## src/rtl/pwm_oc_pkg.sv

```systemverilog
package pwm_oc_pkg;
  typedef enum logic [2:0] {
    SEL_ENABLE   = 3'd0,
    SEL_MODE     = 3'd1,
    SEL_FLTSEL   = 3'd2,
    SEL_FLTVAL   = 3'd3,
    SEL_INVERT   = 3'd4
  } regSel_e;

  typedef enum logic [1:0] {
    UPD_NOW      = 2'b00,
    UPD_NOW_RSVD = 2'b01,
    UPD_LOCAL    = 2'b10,
    UPD_GLOBAL   = 2'b11
  } updMode_e;

  typedef struct packed {
    logic wrEnable;
    logic wrMode;
    logic wrFltSel;
    logic wrFltVal;
    logic wrInvert;
    logic syncLocal;
    logic syncGlobal;
  } ctlStrobe_t;
endpackage

```

## src/rtl/pwm_oc_ctrl.sv

```systemverilog
module pwm_oc_ctrl
  import pwm_oc_pkg::*;
(
  input  logic       wrEn,
  input  logic [2:0] wrSel,
  input  logic       localSync,
  input  logic       globalSync,
  output ctlStrobe_t stb
);
  always_comb begin
    stb = '0;
    stb.syncLocal  = localSync;
    stb.syncGlobal = globalSync;
    if (wrEn) begin
      case (wrSel)
        SEL_ENABLE: stb.wrEnable = 1'b1;
        SEL_MODE:   stb.wrMode   = 1'b1;
        SEL_FLTSEL: stb.wrFltSel = 1'b1;
        SEL_FLTVAL: stb.wrFltVal = 1'b1;
        SEL_INVERT: stb.wrInvert = 1'b1;
        default:    ;
      endcase
    end
  end
endmodule

```

## src/rtl/pwm_oc_dp.sv

```systemverilog
module pwm_oc_dp
  import pwm_oc_pkg::*;
#(
  parameter int NUM_CH = 8,
  localparam int DW = 2 * NUM_CH
) (
  input  logic              clk,
  input  logic              rstN,
  input  ctlStrobe_t        stb,
  input  logic [DW-1:0]     wrData,
  input  logic              faultIn,
  input  logic [NUM_CH-1:0] pwmIn,
  output logic [NUM_CH-1:0] pwmOut,
  output logic [NUM_CH-1:0] activeMask,
  output logic [NUM_CH-1:0] fltSelMask,
  output logic [NUM_CH-1:0] fltValMask,
  output logic [NUM_CH-1:0] invMask
);
  logic [DW-1:0]     modeWord;
  logic [NUM_CH-1:0] shadowMask;
  logic [NUM_CH-1:0] nextActive;
  logic [NUM_CH-1:0] preOut;

  always_ff @(posedge clk or negedge rstN) begin
    if (!rstN) begin
      modeWord   <= '0;
      shadowMask <= '0;
      fltSelMask <= '0;
      fltValMask <= '0;
      invMask    <= '0;
    end else begin
      if (stb.wrMode)   modeWord   <= wrData;
      if (stb.wrEnable) shadowMask <= wrData[NUM_CH-1:0];
      if (stb.wrFltSel) fltSelMask <= wrData[NUM_CH-1:0];
      if (stb.wrFltVal) fltValMask <= wrData[NUM_CH-1:0];
      if (stb.wrInvert) invMask    <= wrData[NUM_CH-1:0];
    end
  end

  genvar ch;
  generate
    for (ch = 0; ch < NUM_CH; ch++) begin : g_chan
      logic [1:0] chMode;
      logic       pendBit;
      assign chMode  = modeWord[2*ch +: 2];
      assign pendBit = stb.wrEnable ? wrData[ch] : shadowMask[ch];
      assign nextActive[ch] =
          (chMode == UPD_LOCAL)  ? (stb.syncLocal  ? pendBit : activeMask[ch]) :
          (chMode == UPD_GLOBAL) ? (stb.syncGlobal ? pendBit : activeMask[ch]) :
                                   (stb.wrEnable   ? wrData[ch] : activeMask[ch]);
      assign preOut[ch] = (faultIn && fltSelMask[ch]) ? fltValMask[ch]
                                                      : (activeMask[ch] & pwmIn[ch]);
    end
  endgenerate

  always_ff @(posedge clk or negedge rstN) begin
    if (!rstN) begin
      activeMask <= '0;
      pwmOut     <= '0;
    end else begin
      activeMask <= nextActive;
      pwmOut     <= preOut ^ invMask;
    end
  end
endmodule

```

## src/rtl/pwm_out_cond.sv

```systemverilog
module pwm_out_cond
  import pwm_oc_pkg::*;
#(
  parameter int NUM_CH = 8
) (
  input  logic                  clk,
  input  logic                  rstN,
  input  logic                  wrEn,
  input  logic [2:0]            wrSel,
  input  logic [2*NUM_CH-1:0]   wrData,
  input  logic                  localSync,
  input  logic                  globalSync,
  input  logic                  faultIn,
  input  logic [NUM_CH-1:0]     pwmIn,
  output logic [NUM_CH-1:0]     pwmOut
);
  ctlStrobe_t        stb;
  logic [NUM_CH-1:0] activeMask;
  logic [NUM_CH-1:0] fltSelMask;
  logic [NUM_CH-1:0] fltValMask;
  logic [NUM_CH-1:0] invMask;

  pwm_oc_ctrl u_ctrl (
    .wrEn       (wrEn),
    .wrSel      (wrSel),
    .localSync  (localSync),
    .globalSync (globalSync),
    .stb        (stb)
  );

  pwm_oc_dp #(.NUM_CH(NUM_CH)) u_dp (
    .clk        (clk),
    .rstN       (rstN),
    .stb        (stb),
    .wrData     (wrData),
    .faultIn    (faultIn),
    .pwmIn      (pwmIn),
    .pwmOut     (pwmOut),
    .activeMask (activeMask),
    .fltSelMask (fltSelMask),
    .fltValMask (fltValMask),
    .invMask    (invMask)
  );
endmodule

```

## config.mk

```make
export PLATFORM = sky130hd
export DESIGN_NAME = pwm_out_cond
export DESIGN_NICKNAME = d
export VERILOG_FILES = /design/src/rtl/pwm_oc_pkg.sv /design/src/rtl/pwm_oc_ctrl.sv /design/src/rtl/pwm_oc_dp.sv /design/src/rtl/pwm_out_cond.sv
export SDC_FILE = /design/constraint.sdc
export NUM_CORES = 1
export LEC_CHECK = 0
export ABC_AREA = 1
export BUFFER_PORTS_ARGS = -buffer_cell sky130_fd_sc_hd__buf_2
export CORE_MARGIN = 8
export CORE_UTILIZATION = 62
export CTS_CLUSTER_SIZE = 28
export DETAILED_ROUTE_END_ITERATION = 8
export GPL_TIMING_DRIVEN = 0
export PLACE_DENSITY = 0.85
export RECOVER_POWER = 100
export SKIP_CTS_REPAIR_TIMING = 1
export SYNTH_ARGS = -nofsm -noshare
export SYNTH_HDL_FRONTEND = slang
export SYNTH_SLANG_ARGS = --single-unit
export TNS_END_PERCENT = 20
```

## constraint.sdc

```tcl
create_clock -name clk -period 2.5 [get_ports clk]
set_clock_uncertainty 0.1 [all_clocks]
set_input_delay 0.375 -clock clk [delete_from_list [all_inputs] [get_ports clk]]
set_output_delay 0.375 -clock clk [all_outputs]
set_load 0.03 [all_outputs]
```

After elaboration in Yosys (flattened, before gate mapping)
Cells that the tools add are included.
{"block": "totals", "register_bits": 64, "in_bits": 33, "out_inout_bits": 8, "elab_cells": 146}
{"block": "op_classes", "eq_ne": 36, "n_reduce_logical": 25, "n_mux": 62, "n_bitwise": 9}
{"operator": "$mux W1", "n": 61}
{"operator": "$eq A2 B2 Y1 const B", "n": 16}
{"operator": "$ne A3 B2 Y1 const B", "n": 8}
{"operator": "$reduce_and A3 Y1", "n": 8}
{"operator": "$reduce_bool A3 Y1", "n": 8}
{"operator": "$ne A2 B2 Y1 const B", "n": 8}
{"operator": "$and A1 B1 Y1", "n": 8}
{"operator": "$logic_and A1 B1 Y1", "n": 8}
{"operator": "$xor A8 B8 Y8", "n": 1}
{"operator": "$eq A3 B2 Y1 const B", "n": 2}
{"operator": "$mux W5", "n": 1}
{"operator": "$eq A3 B1 Y1 const B", "n": 1}
{"operator": "$eq A3 B3 Y1 const B", "n": 1}
{"operator": "$logic_not A3 Y1", "n": 1}

Depth between registers and ports, before layout
{"block": "logic_depth", "depth_word": 7, "ltp_mapped": 8, "depth_no_buf": 8}

Modules after synthesis
A second synthesis with hierarchy kept.
{"block": "hier_totals", "cells_unflattened": 382, "area_unflattened_um2": 2994.1}
{"module": "pwm_oc_dp", "cells_each": 366, "seq_area_each_um2": 1601.5, "instances": 1, "area_per_inst_um2": 2924.1}
{"module": "pwm_oc_ctrl", "cells_each": 16, "seq_area_each_um2": 0.0, "instances": 1, "area_per_inst_um2": 70.1}

Worst setup path after synthesis
No wires, ideal clock.
{"block": "synth_path", "kind": "input to register", "startpoint": "in wrEn", "endpoint": "reg u_dp.modeWord[11]", "arrival_time_ps": 977, "required_ps": 2278, "path_buffers": 1, "stages": 6, "path_slack_ps": 1301, "setup_ps": 122, "cell_sequence": "inv_2 > nor2_8 > nand3_4 > buf_6 > nor2_4 > a21oi_2"}
{"block": "synth_via", "elab_chain_cells": 1}
{"item": "from (decl)", "line_no": "pwm_out_cond.sv:8", "text": "input logic wrEn,"}
{"item": "$mux W5", "line_no": "pwm_oc_ctrl.sv:14", "text": "if (wrEn) begin"}
{"item": "to (signal assigned)", "line_no": "pwm_oc_dp.sv:32", "text": "if (stb.wrMode) modeWord <= wrData;"}
{"item": "to (decl)", "line_no": "pwm_oc_dp.sv:19", "text": "logic [DW-1:0] modeWord;"}
Every way passes these cells.
A chain may end at the register's enable or synchronous reset.

Worst setup path in the final report
{"block": "layout_path", "startpoint": "in wrSel[0]", "endpoint": "reg u_dp.invMask[6]"}
{"block": "layout_via", "elab_chain_cells": 3}
{"item": "from (decl)", "line_no": "pwm_out_cond.sv:9", "text": "input logic [2:0] wrSel,"}
{"item": "$eq A3 B3 Y1", "line_no": "pwm_oc_ctrl.sv:15", "text": "case (wrSel)"}
{"item": "$mux W1", "line_no": "pwm_oc_ctrl.sv:15"}
{"item": "$mux W5", "line_no": "pwm_oc_ctrl.sv:14"}
{"item": "to (signal assigned)", "line_no": "pwm_oc_dp.sv:36", "text": "if (stb.wrInvert) invMask <= wrData[NUM_CH-1:0];"}
{"item": "to (decl)", "line_no": "pwm_oc_dp.sv:17", "text": "output logic [NUM_CH-1:0] invMask"}
Every way passes these cells.

==> impl_metrics.py <==
metrics = {
    "critical_path": {
        "critPathLaunchType": "input pin",
        "crit_required_ps": 2610,
        "ff2ff_setup_slack_ps": 1460,
        "r2r-end": "u_dp.activeMask[1]",
        "path_max_fanout": 10,
        "critPathKind": "in -> reg",
        "crit_arrival_ps": 1880,
        "r2r_start": "u_dp.modeWord[2]",
        "end_kind": "register",
        "worstRegToRegCells": 7,
    },
    "finish": {
        "finalNetCount": 424,
        "nFillCells": 434,
        "drive_above_1_share_pct": 22.5,
        "utilization_pct": 69.7,
        "area_growth_pct": 10.2,
        "antenna_cells": 0,
    },
    "floorplanning": {
        "coreArea_sq_um": 5040,
        "placement_rows": 26,
        "dieWidth_microns": 87.7,
        "ios": 41,
        "start_util_pct": 63.2,
        "die-area_sq_um": 7690,
        "chipHeight_microns": 87.7,
    },
    "clocking": {
        "ctsHtreeMaxLevel": 3,
        "clock-sinks": 64,
        "cts.root.buffer_cell": "clkbuf_8",
        "cts_buffers": 9,
        "cts_tree": "built",
        "clk_latency_ps": 340,
        "cts_buffer_depth": 2,
        "clkSlewWorstSetupHoldPaths_ps": 70,
    },
    "power": {
        "power_frac_comb_pct": 23.9,
        "sw_frac_of_total_pct": 32.3,
        "switching_power_w": 0.000993,
        "pwr_density_cell_nw_per_um2": 875,
        "leakage_nw": 1.81,
        "seqPwrFrac_pct": 47.0,
        "internal_power_w": 0.00208,
        "pwr-share-clk_pct": 29.1,
        "peakVddDrop_v": 0.000426,
    },
    "drt": {
        "ant_nets": 0,
        "first_iter_violations": 100,
        "routedWlPerCell_microns": 13.8,
        "drc": 0,
        "viasPerCell": 5.07,
        "wl_microns": 6450,
        "first_pass_iters": 4,
        "num_vias": 2364,
    },
    "status": {
        "violations": "capacitance limit, slew limit",
        "status": "finished with violations",
    },
    "synthesis": {
        "synth-simple-area-share_pct": 27.4,
        "synth_cell_types": 25,
        "synth_top_family_by_area": "simple AND/OR/NAND/NOR gates",
        "syn_avg_cell_area_sq_um": 9.35,
        "synthMuxAreaShare_pct": 0,
        "netlist_instances": 341,
        "synthXorXnorAreaFrac_pct": 2.20,
        "seq_area_frac_synth_pct": 50.2,
        "yosysWarningCount": 0,
        "ys_seq_elements": 64,
        "synth_fa_ha_area_share_pct": 0,
        "syn-cell-area_sq_um": 3190,
        "synth_compound_area_share_pct": 11.9,
        "synth_nets": 374,
    },
    "min_path": {
        "hp-class": "in -> reg",
        "hold_start": "wrData[9]",
        "hold_end": "u_dp.modeWord[9]",
        "hold_path_depth": 3,
    },
    "global_routing": {
        "grt_usage_pct": 18.7,
        "grt_pass1_wl_microns": 11000,
        "grt_max_degree": 65,
        "grt.overflow.total": 0,
        "antenna_found_initial": 0,
        "grt_pass1_vias": 2357,
    },
    "sta": {
        "max_slew_margin_pct": -4.61,
        "fmax_mhz": 566,
        "rsz0062_at_grt": "false",
        "min_period_ps": 1770,
        "final_hold_viol_count": 0,
        "fin_crit_sh_pct": 70.7,
        "timing.setup.tns_ps": 0,
        "setup_violations": 0,
        "slew_viol_final": 65,
        "tightest_slew_ps": 1570,
    },
    "job": {
        "maxCapViolCount": 1,
    },
    "placed_design": {
        "hpwl_microns": 4620,
        "gp_congestion": 0.813,
        "portBuffers": 39,
    },
}
## critical path: stages
cell,delay (ps)
clkbuf_1,170
nor2_1,400
nand3_1,380
clkbuf_1,340
nand2_1,130
o21ai_0,80
## cell usage after synthesis
library cell	instances	area, sq um
nand3b_1	2	15.0
a21oi_2	6	52.6
clkbuf_1	1	3.75
o21ai_2	26	228
xnor2_1	8	70.1
nand2_1	92	345
nand2_2	11	68.8
buf_8	1	15.0
inv_2	2	7.51
nand3_2	9	90.1
nand3_1	19	95.1
a21oi_1	1	5.00
dfrtp_1	64	1600
nor2_8	1	20.0
and2_1	5	31.3
o21ai_1	8	40.0
nor2_1	13	48.8
o211ai_1	2	15.0
inv_4	1	6.26
nor2_4	6	67.6
buf_6	6	67.6
nand2_4	2	22.5
nand3_4	4	70.1
inv_1	43	161
o21ai_0	8	40.0
## power by group through the flow
stage | Clock (W) | Sequential [W] | Combinational, W
floorplan | 0 | 0.00155 | 0.000476
global placement | 0 | 0.00145 | 0.000767
detailed placement | 0 | 0.00146 | 0.000798
CTS | 0.000904 | 0.00145 | 0.000804
global route | 0.000951 | 0.00148 | 0.000829
finish | 0.000895 | 0.00145 | 0.000733
## through the flow
step           worst slack [ps]  power, W  cell area, sq um  hold WS (ps)  cells
2_1_floorplan              1300   0.00202              3190         -20.6    341
3_3_place_gp                722   0.00222              3470           354    450
3_5_place_dp                977   0.00226              3470           361    450
4_1_cts                    1150   0.00315              3670          53.1    466
5_1_grt                     627   0.00326              3510           182    466
6_report                    733   0.00307              3510           172    466
## final cells by class
| class | count | area [sq um] | area share [%] |
|---|---|---|---|
| timing repair buffer | 39 | 183 | 5.20 |
| multi-input combinational | 223 | 1190 | 33.9 |
| clock inverter | 3 | 40.0 | 1.14 |
| buffer | 8 | 78.8 | 2.24 |
| clock buffer | 13 | 159 | 4.52 |
| sequential | 64 | 1600 | 45.6 |
| tap | 70 | 87.6 | 2.49 |
| inverter | 46 | 175 | 4.98 |
## kinds of logic after synthesis
kind of cell,after synthesis
AOI/OAI and AO/OA,51
xor gates and xnor gates,8
and+or+nand+nor,164
buffers and inverters,54
DFF,64
## worst max-delay path by stage
stage	start	end	slack, ps	cells past startpoint
6_report	wrSel[0]	u_dp.invMask[6]	730	6
5_1_grt	wrSel[0]	u_dp.invMask[6]	630	6
4_1_cts	u_dp.pwmOut[6]	pwmOut[6]	1150	1
3_5_place_dp	wrSel[0]	u_dp.activeMask[1]	980	8
3_3_place_gp	rstN	u_dp.shadowMask[0]	720	1
2_1_floorplan	wrEn	u_dp.modeWord[11]	1300	6
## flip-flops by register name (all words and copies together) (netlist names)
| signal | count |
|---|---|
| u_dp.pwmOut | 8 |
| u_dp.activeMask | 8 |
| u_dp.invMask | 8 |
| u_dp.modeWord | 16 |
| u_dp.shadowMask | 8 |
| u_dp.fltSelMask | 8 |
| u_dp.fltValMask | 8 |
## metal layers
layer | up-vias | share of wire [%] | global-route usage [%] | wire [microns]
met5 | - | 0 | 0 | 0
met4 | 0 | 1.5 | 7.81 | 99
met3 | 10 | 5.7 | 4.88 | 365
met2 | 51 | 48 | 30.3 | 3100
met1 | 1127 | 45 | 23.1 | 2880
li1 | 1176 | - | - | -
## cells in the final DEF, fill, tap and decap left out, types with 4 or more instances in the layout
master	n
buf_6	5
o21ai_1	4
nand3_1	20
nand2_1	97
nor2_1	19
xnor2_1	8
inv_1	43
o21ai_2	11
buf_2	28
clkbuf_1	14
dfrtp_1	64
o21ai_0	27
nand3_2	9
clkbuf_8	11
a21oi_2	6
nand2_2	6
No activity file was read; power rests on OpenSTA's default activity.
